==> src/rtl/bcs_pkg.sv <==
package bcs_pkg;
  localparam int IDX_W = 3;

  typedef enum logic [2:0] {
    LEN_2 = 3'b001,
    LEN_4 = 3'b010,
    LEN_8 = 3'b011
  } len_code_e;

  typedef enum logic {
    ORD_SEQ  = 1'b0,
    ORD_INTL = 1'b1
  } order_e;

  typedef struct packed {
    len_code_e len;
    order_e    ord;
  } burst_cfg_t;

  function automatic logic len_code_ok(input logic [2:0] c);
    return (c == LEN_2) || (c == LEN_4) || (c == LEN_8);
  endfunction
endpackage

==> src/rtl/bcs_mode_reg.sv <==
module bcs_mode_reg
  import bcs_pkg::*;
#(
  parameter int MODE_W = 13
) (
  input  logic              clk,
  input  logic              rst_n,
  input  logic              load,
  input  logic [1:0]        bank,
  input  logic [MODE_W-1:0] word,
  output burst_cfg_t        cfg,
  output logic              err
);
  logic hit;
  assign hit = load && (bank == 2'b00);

  always_ff @(posedge clk) begin
    if (!rst_n) begin
      cfg <= '{len: LEN_8, ord: ORD_SEQ};
      err <= 1'b0;
    end else begin
      err <= 1'b0;
      if (hit) begin
        if (len_code_ok(word[2:0])) begin
          cfg.len <= len_code_e'(word[2:0]);
          cfg.ord <= order_e'(word[3]);
        end else begin
          err <= 1'b1;
        end
      end
    end
  end
endmodule

==> src/rtl/bcs_beat_ctr.sv <==
module bcs_beat_ctr
  import bcs_pkg::*;
(
  input  logic             clk,
  input  logic             rst_n,
  input  logic             start,
  input  len_code_e        len,
  input  logic             advance,
  output logic             active,
  output logic [IDX_W-1:0] idx,
  output logic             last
);
  logic [IDX_W-1:0] final_idx;

  always_comb begin
    case (len)
      LEN_2:   final_idx = IDX_W'(1);
      LEN_4:   final_idx = IDX_W'(3);
      default: final_idx = IDX_W'(7);
    endcase
  end

  assign last = active && (idx == final_idx);

  always_ff @(posedge clk) begin
    if (!rst_n) begin
      active <= 1'b0;
      idx    <= '0;
    end else if (start) begin
      active <= 1'b1;
      idx    <= '0;
    end else if (active && advance) begin
      if (last) begin
        active <= 1'b0;
        idx    <= '0;
      end else begin
        idx <= idx + 1'b1;
      end
    end
  end
endmodule

==> src/rtl/bcs_addr_gen.sv <==
module bcs_addr_gen
  import bcs_pkg::*;
#(
  parameter int COL_W = 10
) (
  input  logic [COL_W-1:0] base,
  input  len_code_e        len,
  input  order_e           ord,
  input  logic [IDX_W-1:0] idx,
  output logic [COL_W-1:0] col
);
  logic [1:0]       len_log;
  logic [IDX_W-1:0] seq_off;
  logic [IDX_W-1:0] xor_off;
  logic [IDX_W-1:0] off;
  logic [IDX_W-1:0] in_blk;

  assign len_log = len[1:0];
  assign seq_off = base[IDX_W-1:0] + idx;
  assign xor_off = base[IDX_W-1:0] ^ idx;
  assign off     = (ord == ORD_INTL) ? xor_off : seq_off;

  for (genvar b = 0; b < IDX_W; b++) begin : g_low
    assign in_blk[b] = (len_log > 2'(b));
    assign col[b]    = in_blk[b] ? off[b] : base[b];
  end

  assign col[COL_W-1:IDX_W] = base[COL_W-1:IDX_W];
endmodule

==> src/rtl/burst_col_seq.sv <==
module burst_col_seq
  import bcs_pkg::*;
#(
  parameter int COL_W  = 10,
  parameter int MODE_W = 13
) (
  input  logic              clk,
  input  logic              rst_n,
  input  logic              mode_load,
  input  logic [1:0]        mode_bank,
  input  logic [MODE_W-1:0] mode_word,
  output logic              cfg_err,
  input  logic              req_valid,
  output logic              req_ready,
  input  logic [COL_W-1:0]  req_col,
  output logic              busy,
  output logic              beat_valid,
  input  logic              beat_ready,
  output logic [COL_W-1:0]  beat_col,
  output logic              beat_last
);
  burst_cfg_t       cfg_now;
  burst_cfg_t       cfg_run;
  logic [COL_W-1:0] base_q;
  logic             active;
  logic [IDX_W-1:0] idx;
  logic             take;

  assign take      = req_valid && req_ready;
  assign req_ready = !active;
  assign busy      = active;
  assign beat_valid = active;

  bcs_mode_reg #(.MODE_W(MODE_W)) u_mode (
    .clk  (clk),
    .rst_n(rst_n),
    .load (mode_load),
    .bank (mode_bank),
    .word (mode_word),
    .cfg  (cfg_now),
    .err  (cfg_err)
  );

  always_ff @(posedge clk) begin
    if (!rst_n) begin
      base_q  <= '0;
      cfg_run <= '{len: LEN_8, ord: ORD_SEQ};
    end else if (take) begin
      base_q  <= req_col;
      cfg_run <= cfg_now;
    end
  end

  bcs_beat_ctr u_ctr (
    .clk    (clk),
    .rst_n  (rst_n),
    .start  (take),
    .len    (cfg_run.len),
    .advance(beat_ready),
    .active (active),
    .idx    (idx),
    .last   (beat_last)
  );

  bcs_addr_gen #(.COL_W(COL_W)) u_addr (
    .base(base_q),
    .len (cfg_run.len),
    .ord (cfg_run.ord),
    .idx (idx),
    .col (beat_col)
  );
endmodule

==> config.mk <==
export PLATFORM = sky130hd
export DESIGN_NAME = burst_col_seq
export DESIGN_NICKNAME = d
export VERILOG_FILES = /design/src/rtl/bcs_pkg.sv /design/src/rtl/bcs_mode_reg.sv /design/src/rtl/bcs_beat_ctr.sv /design/src/rtl/bcs_addr_gen.sv /design/src/rtl/burst_col_seq.sv
export SDC_FILE = /design/constraint.sdc
export NUM_CORES = 1
export LEC_CHECK = 0
export BUFFER_PORTS_ARGS = -buffer_cell sky130_fd_sc_hd__buf_2
export CAP_MARGIN = 15
export CORE_MARGIN = 4
export CORE_UTILIZATION = 45
export CTS_BUF_LIST = sky130_fd_sc_hd__clkbuf_8
export DETAILED_ROUTE_END_ITERATION = 10
export MAX_ROUTING_LAYER = met4
export PLACE_DENSITY = 0.78
export SLEW_MARGIN = 20
export SYNTH_ARGS = -nofsm -noshare
export SYNTH_HDL_FRONTEND = slang
export SYNTH_SLANG_ARGS = --single-unit
==> constraint.sdc <==
create_clock -name clk -period 1.4 [get_ports clk]
set_input_delay 0.07 -clock clk [delete_from_list [all_inputs] [get_ports clk]]
set_output_delay 0.07 -clock clk [all_outputs]
set_load 0.01 [all_outputs]
# == Word level (Yosys, flattened, before mapping) ==
# Index checks and enable logic that the tools add are counted.
# W data, S select, Z words.
# totals
input_bits,30
out_inout_bits,15
reg_bits,23
elab_cells,45
# op_classes
n_mux,10
n_lt_le_gt_ge,3
n_addsub,2
eq_ne,6
reduce_logical,14
n_bitwise,2
# ops
operator,n
$eq A3 B2 Y1 const B,3
$mux W1,7
$eq A3 B1 Y1 const B,2
$mux W3,2
$pmux W3 S2,1
$reduce_and A2 Y1,3
$gt A2 B1 Y1 const B,2
$logic_and A1 B1 Y1,4
$reduce_bool A2 Y1,2
$add A3 B1 Y3 const B,1
$add A3 B3 Y3,1
$eq A3 B3 Y1,1
$xor A3 B3 Y3,1
$gt A2 B2 Y1 const B,1
$logic_not A2 Y1,1
$logic_or A1 B1 Y1,2
$reduce_or A2 Y1,1
$logic_not A1 Y1,1
$not A1 Y1,1

# == Longest topological paths before layout ==
# depth
word_depth,7
depth_mapped,6
ltp_nobuf,6

# == Cells and area by module ==
# Synthesis repeated with hierarchy kept, for this count alone.
# hier_totals
cells_unflattened,137
hier_area_um2,1246.2
# modules_own_cells
mod,instances,area_per_inst_um2,cells_per_inst,seq_area_each_um2
burst_col_seq,1,599.3,64,280.3
bcs_beat_ctr,1,246.5,30,80.1
bcs_mode_reg,1,229.0,20,100.1
bcs_addr_gen,1,171.4,23,0.0

# == Least setup slack after synthesis ==
# OpenSTA, ideal clock, no wires.
# synth_timing
path_type,register -> output
start,register u_ctr.idx[0]
end,output beat_col[2]
stages_incl_launch_ff,7
path_slack_ps,-74
required_ps,1330
path_buffers,0
t_arrival_ps,1404
cell_sequence,dfxtp_1 > ha_1 > fa_1 > nand2b_1 > xnor2_1 > nand3_1 > xnor2_1
# synth_between
elab_chain_len,3
# synth_rtl
element,line,rtl
from (decl),bcs_beat_ctr.sv:10,"output logic [IDX_W-1:0] idx,"
from (signal assigned),bcs_beat_ctr.sv:37,idx <= idx + 1'b1;
$add A3 B3 Y3,bcs_addr_gen.sv:19,assign seq_off = base[IDX_W-1:0] + idx;
$mux W3,bcs_addr_gen.sv:21,assign off = (ord == ORD_INTL) ? xor_off : seq_off;
$mux W1,bcs_addr_gen.sv:25,assign col[b] = in_blk[b] ? off[b] : base[b];
to (decl),burst_col_seq.sv:19,"output logic [COL_W-1:0] beat_col,"
# No other way between the ends.

# == Final worst setup path ==
# Same ends and word-level chain as after synthesis.

==> results.cfg <==
[route]
vias_per_cell = 5.11
wl_per_cell_microns = 12.9
drcViolationCount = 0
drt-total-wl_mm = 2.48
antenna_left = 0
firstDrtPassIters = 4
first_iter_violations = 23
via_count = 981

[critical_path]
crit_family = adder cells
path_cells = ha_4, fa_2, nand2b_1, xnor2_1, nand3_1, xnor2_2, buf_2
crit_required_ns = 1.33
crit_type = reg2out
critPathCaptureType = output port
crit_arrival_ns = 1.69
worst-path-max-fanout = 2
slowest_stage = dfxtp_4
reg2reg_to = u_ctr.idx[1]$_SDFFE_PP0P_
worst-path-stages = 7
critPathLaunch = u_ctr.idx[0]$_SDFFE_PP0P_
worstRegToRegCells = 4
ff2ff_setup_slack_ns = 0.17
slowest_delay_ns = 0.36
critPathBufInv = 1
r2r_start = u_ctr.idx[2]$_SDFFE_PP0P_
cp-start-kind = flip-flop
crit_end = beat_col[2]

[floorplan]
initial_core_util_pct = 46.6
fp-row-count = 18
chipHeight_microns = 58.4
die_w_microns = 58.4
ios = 45
dieArea_sq_mm = 0.00341
core_area_sq_mm = 0.00245

[timing]
fmax_mhz = 567
rsz0062_at_grt = yes
worst_hold_slack_ns = 0.0467
setup_viol = 2
hold_viol = 0
tightestPinTransition_ns = 0.586
layout_min_cycle_time_ns = 1.76
clock_skew_ns = 0.00274
setup_slack_ns = -0.363
period_share_pct = 126
slew_violations = 0
max_slew_margin_pct = 60.7

[layout]
layout_common_cells = 36 x nand2_1, 35 x buf_2, 17 x dfxtp_1
final_cell_area_sq_mm = 0.00141
antenna_cells = 0
final_common_cell = nand2_1
area_growth_pct = 23.2
stdcell_count = 192
drive_gt1_share_pct = 37.7
nets = 197

[synthesis]
netlist_area_sq_mm = 0.00114
ys_seq_area_share_pct = 40.3
async_flop_share_pct = 0
synth-main-ff-cell = dfxtp_1
synth_edf_count = 0
ys_ff_latch = 23
syn_area_per_cell_sq_um = 8.73
ys_warn_count = 0
synthesis.nets = 165
netlist_instances = 131
synthDistinctLibCells = 29

[grt]
grt.total_usage_pct = 15.9
grt_pass1_vias = 1002
antenna_found_initial = 0
grt_overflow_total = 0
grt_max_degree = 24
grt_pass1_wl_mm = 4.08

[power]
p_leak_uw = 0.000614
peakVddDrop_uv = 768
powerDensity_mw_per_mm2 = 924
power_uw = 1300

[clock_tree]
clock_path_buffers = 2
root_buffer = clkbuf_8
clk_pin_slew_ns = 0.08
numCtsBuffers = 3
ctsHoldBuffers = 0
cts_tree = built
clkLatencyLatePin_ns = 0.26
htreeDepth = 1
clock-sinks = 23

[place]
hpwl_mm = 1.82
place_area_sq_mm = 0.00134
io_buffers = 35
placed_cells_incl_taps = 188
gp_congestion = 0.753

[hold_path]
hold_path_class = in2reg

[run_status]
status = finished, violations left
failed_checks = setup timing

[flow_run]
drv_cap = 0
-- cell type report --
cell class / count / area (sq um)
multi-input combinational: 93 / 624
clock buffer: 3 / 41.3
clock inverter: 1 / 5.00
sequential: 23 / 473
timing repair buffer: 41 / 224
inverter: 1 / 3.75
tap: 30 / 37.5
fill: 221 / 1050
-- cell usage after synthesis, types with 3 or more instances --
library cell	instances	area share (%)
nand2_1	36	12
dfxtp_1	23	40
a21boi_0	12	7.9
buf_4	9	5.9
mux2i_1	5	4.4
nor2_1	5	1.6
nand3_1	4	1.8
buf_2	3	1.3
ha_1	3	3.3
nor3b_1	3	2.0
xnor2_1	3	2.3
-- what timing repair did --
| action | CTS | global route |
|---|---|---|
| gates resized for setup | 10 | 1 |
| pin swaps | 5 | 3 |
| setup endpoints to repair | 18 | 4 |
| cloned | 0 | 0 |
| buffers inserted | 0 | 1 |
-- power by group --
part / total [uW] / internal (uW) / leakage, uW / switching [uW]
registers: 701 / 679 / 0.000190 / 22.0
clock network: 407 / 198 / 0.0000255 / 208
logic: 195 / 93.2 / 0.000398 / 102
total: 1300 / 970 / 0.000614 / 332
-- flip-flops by register name (all words and copies together), names as in the netlist --
name          cells
u_ctr.idx         3
cfg_run           4
base_q           10
u_mode.err        1
u_mode.cfg        4
u_ctr.active      1
-- worst min path at each step --
stage | from | end | depth (start not counted) | slack, ns
6_report | req_col[4] | base_q[4]$_SDFFE_PN0P_ | 3 | 0.05
4_1_cts | req_col[4] | base_q[4]$_SDFFE_PN0P_ | 3 | 0.04
3_5_place_dp | req_col[4] | base_q[4]$_SDFFE_PN0P_ | 3 | 0.33
3_3_place_gp | req_col[3] | base_q[3]$_SDFFE_PN0P_ | 3 | 0.32
5_1_grt | req_col[0] | base_q[0]$_SDFFE_PN0P_ | 3 | 0.05
2_1_floorplan | mode_word[0] | u_mode.cfg[1]$_SDFFE_PN1P_ | 2 | 0.20
-- through the flow --
stage / utilization, % / TNS [ns] / setup WS (ns)
global route: 57.4 / -0.928 / -0.443
floorplan: - / -0.00712 / -0.00712
finish: 57.4 / -0.647 / -0.363
global placement: 54.5 / -0.0831 / -0.0831
detailed placement: 54.5 / -0.631 / -0.128
CTS: 57.4 / -0.749 / -0.387
-- tightest hold or removal path, cell delays in order --
cell and delay (ns):
buf_2 0.09, nand2_1 0.04, a21boi_0 0.06
-- per-layer routing --
metal	up-vias	share of wire [%]	track usage [%]
met1	462	38	15.0
met3	2	4.8	1.97
met4	0	0.65	6.95
li1	492	-	-
met2	25	56	31.4
met5	-	0	-
-- logic make-up (layout without fill, tap and decap cells) --
family	after synthesis	count (layout)	share of synthesized area [%]
compound gates	22	22	14.4
simple gates	58	58	24.4
flops	23	23	40.3
buf+inv	15	46	8.20
xor+xnor	3	3	2.30
mux	6	6	5.36
fa+ha+maj	4	4	5.03
Power figures use the tool's default switching activity.
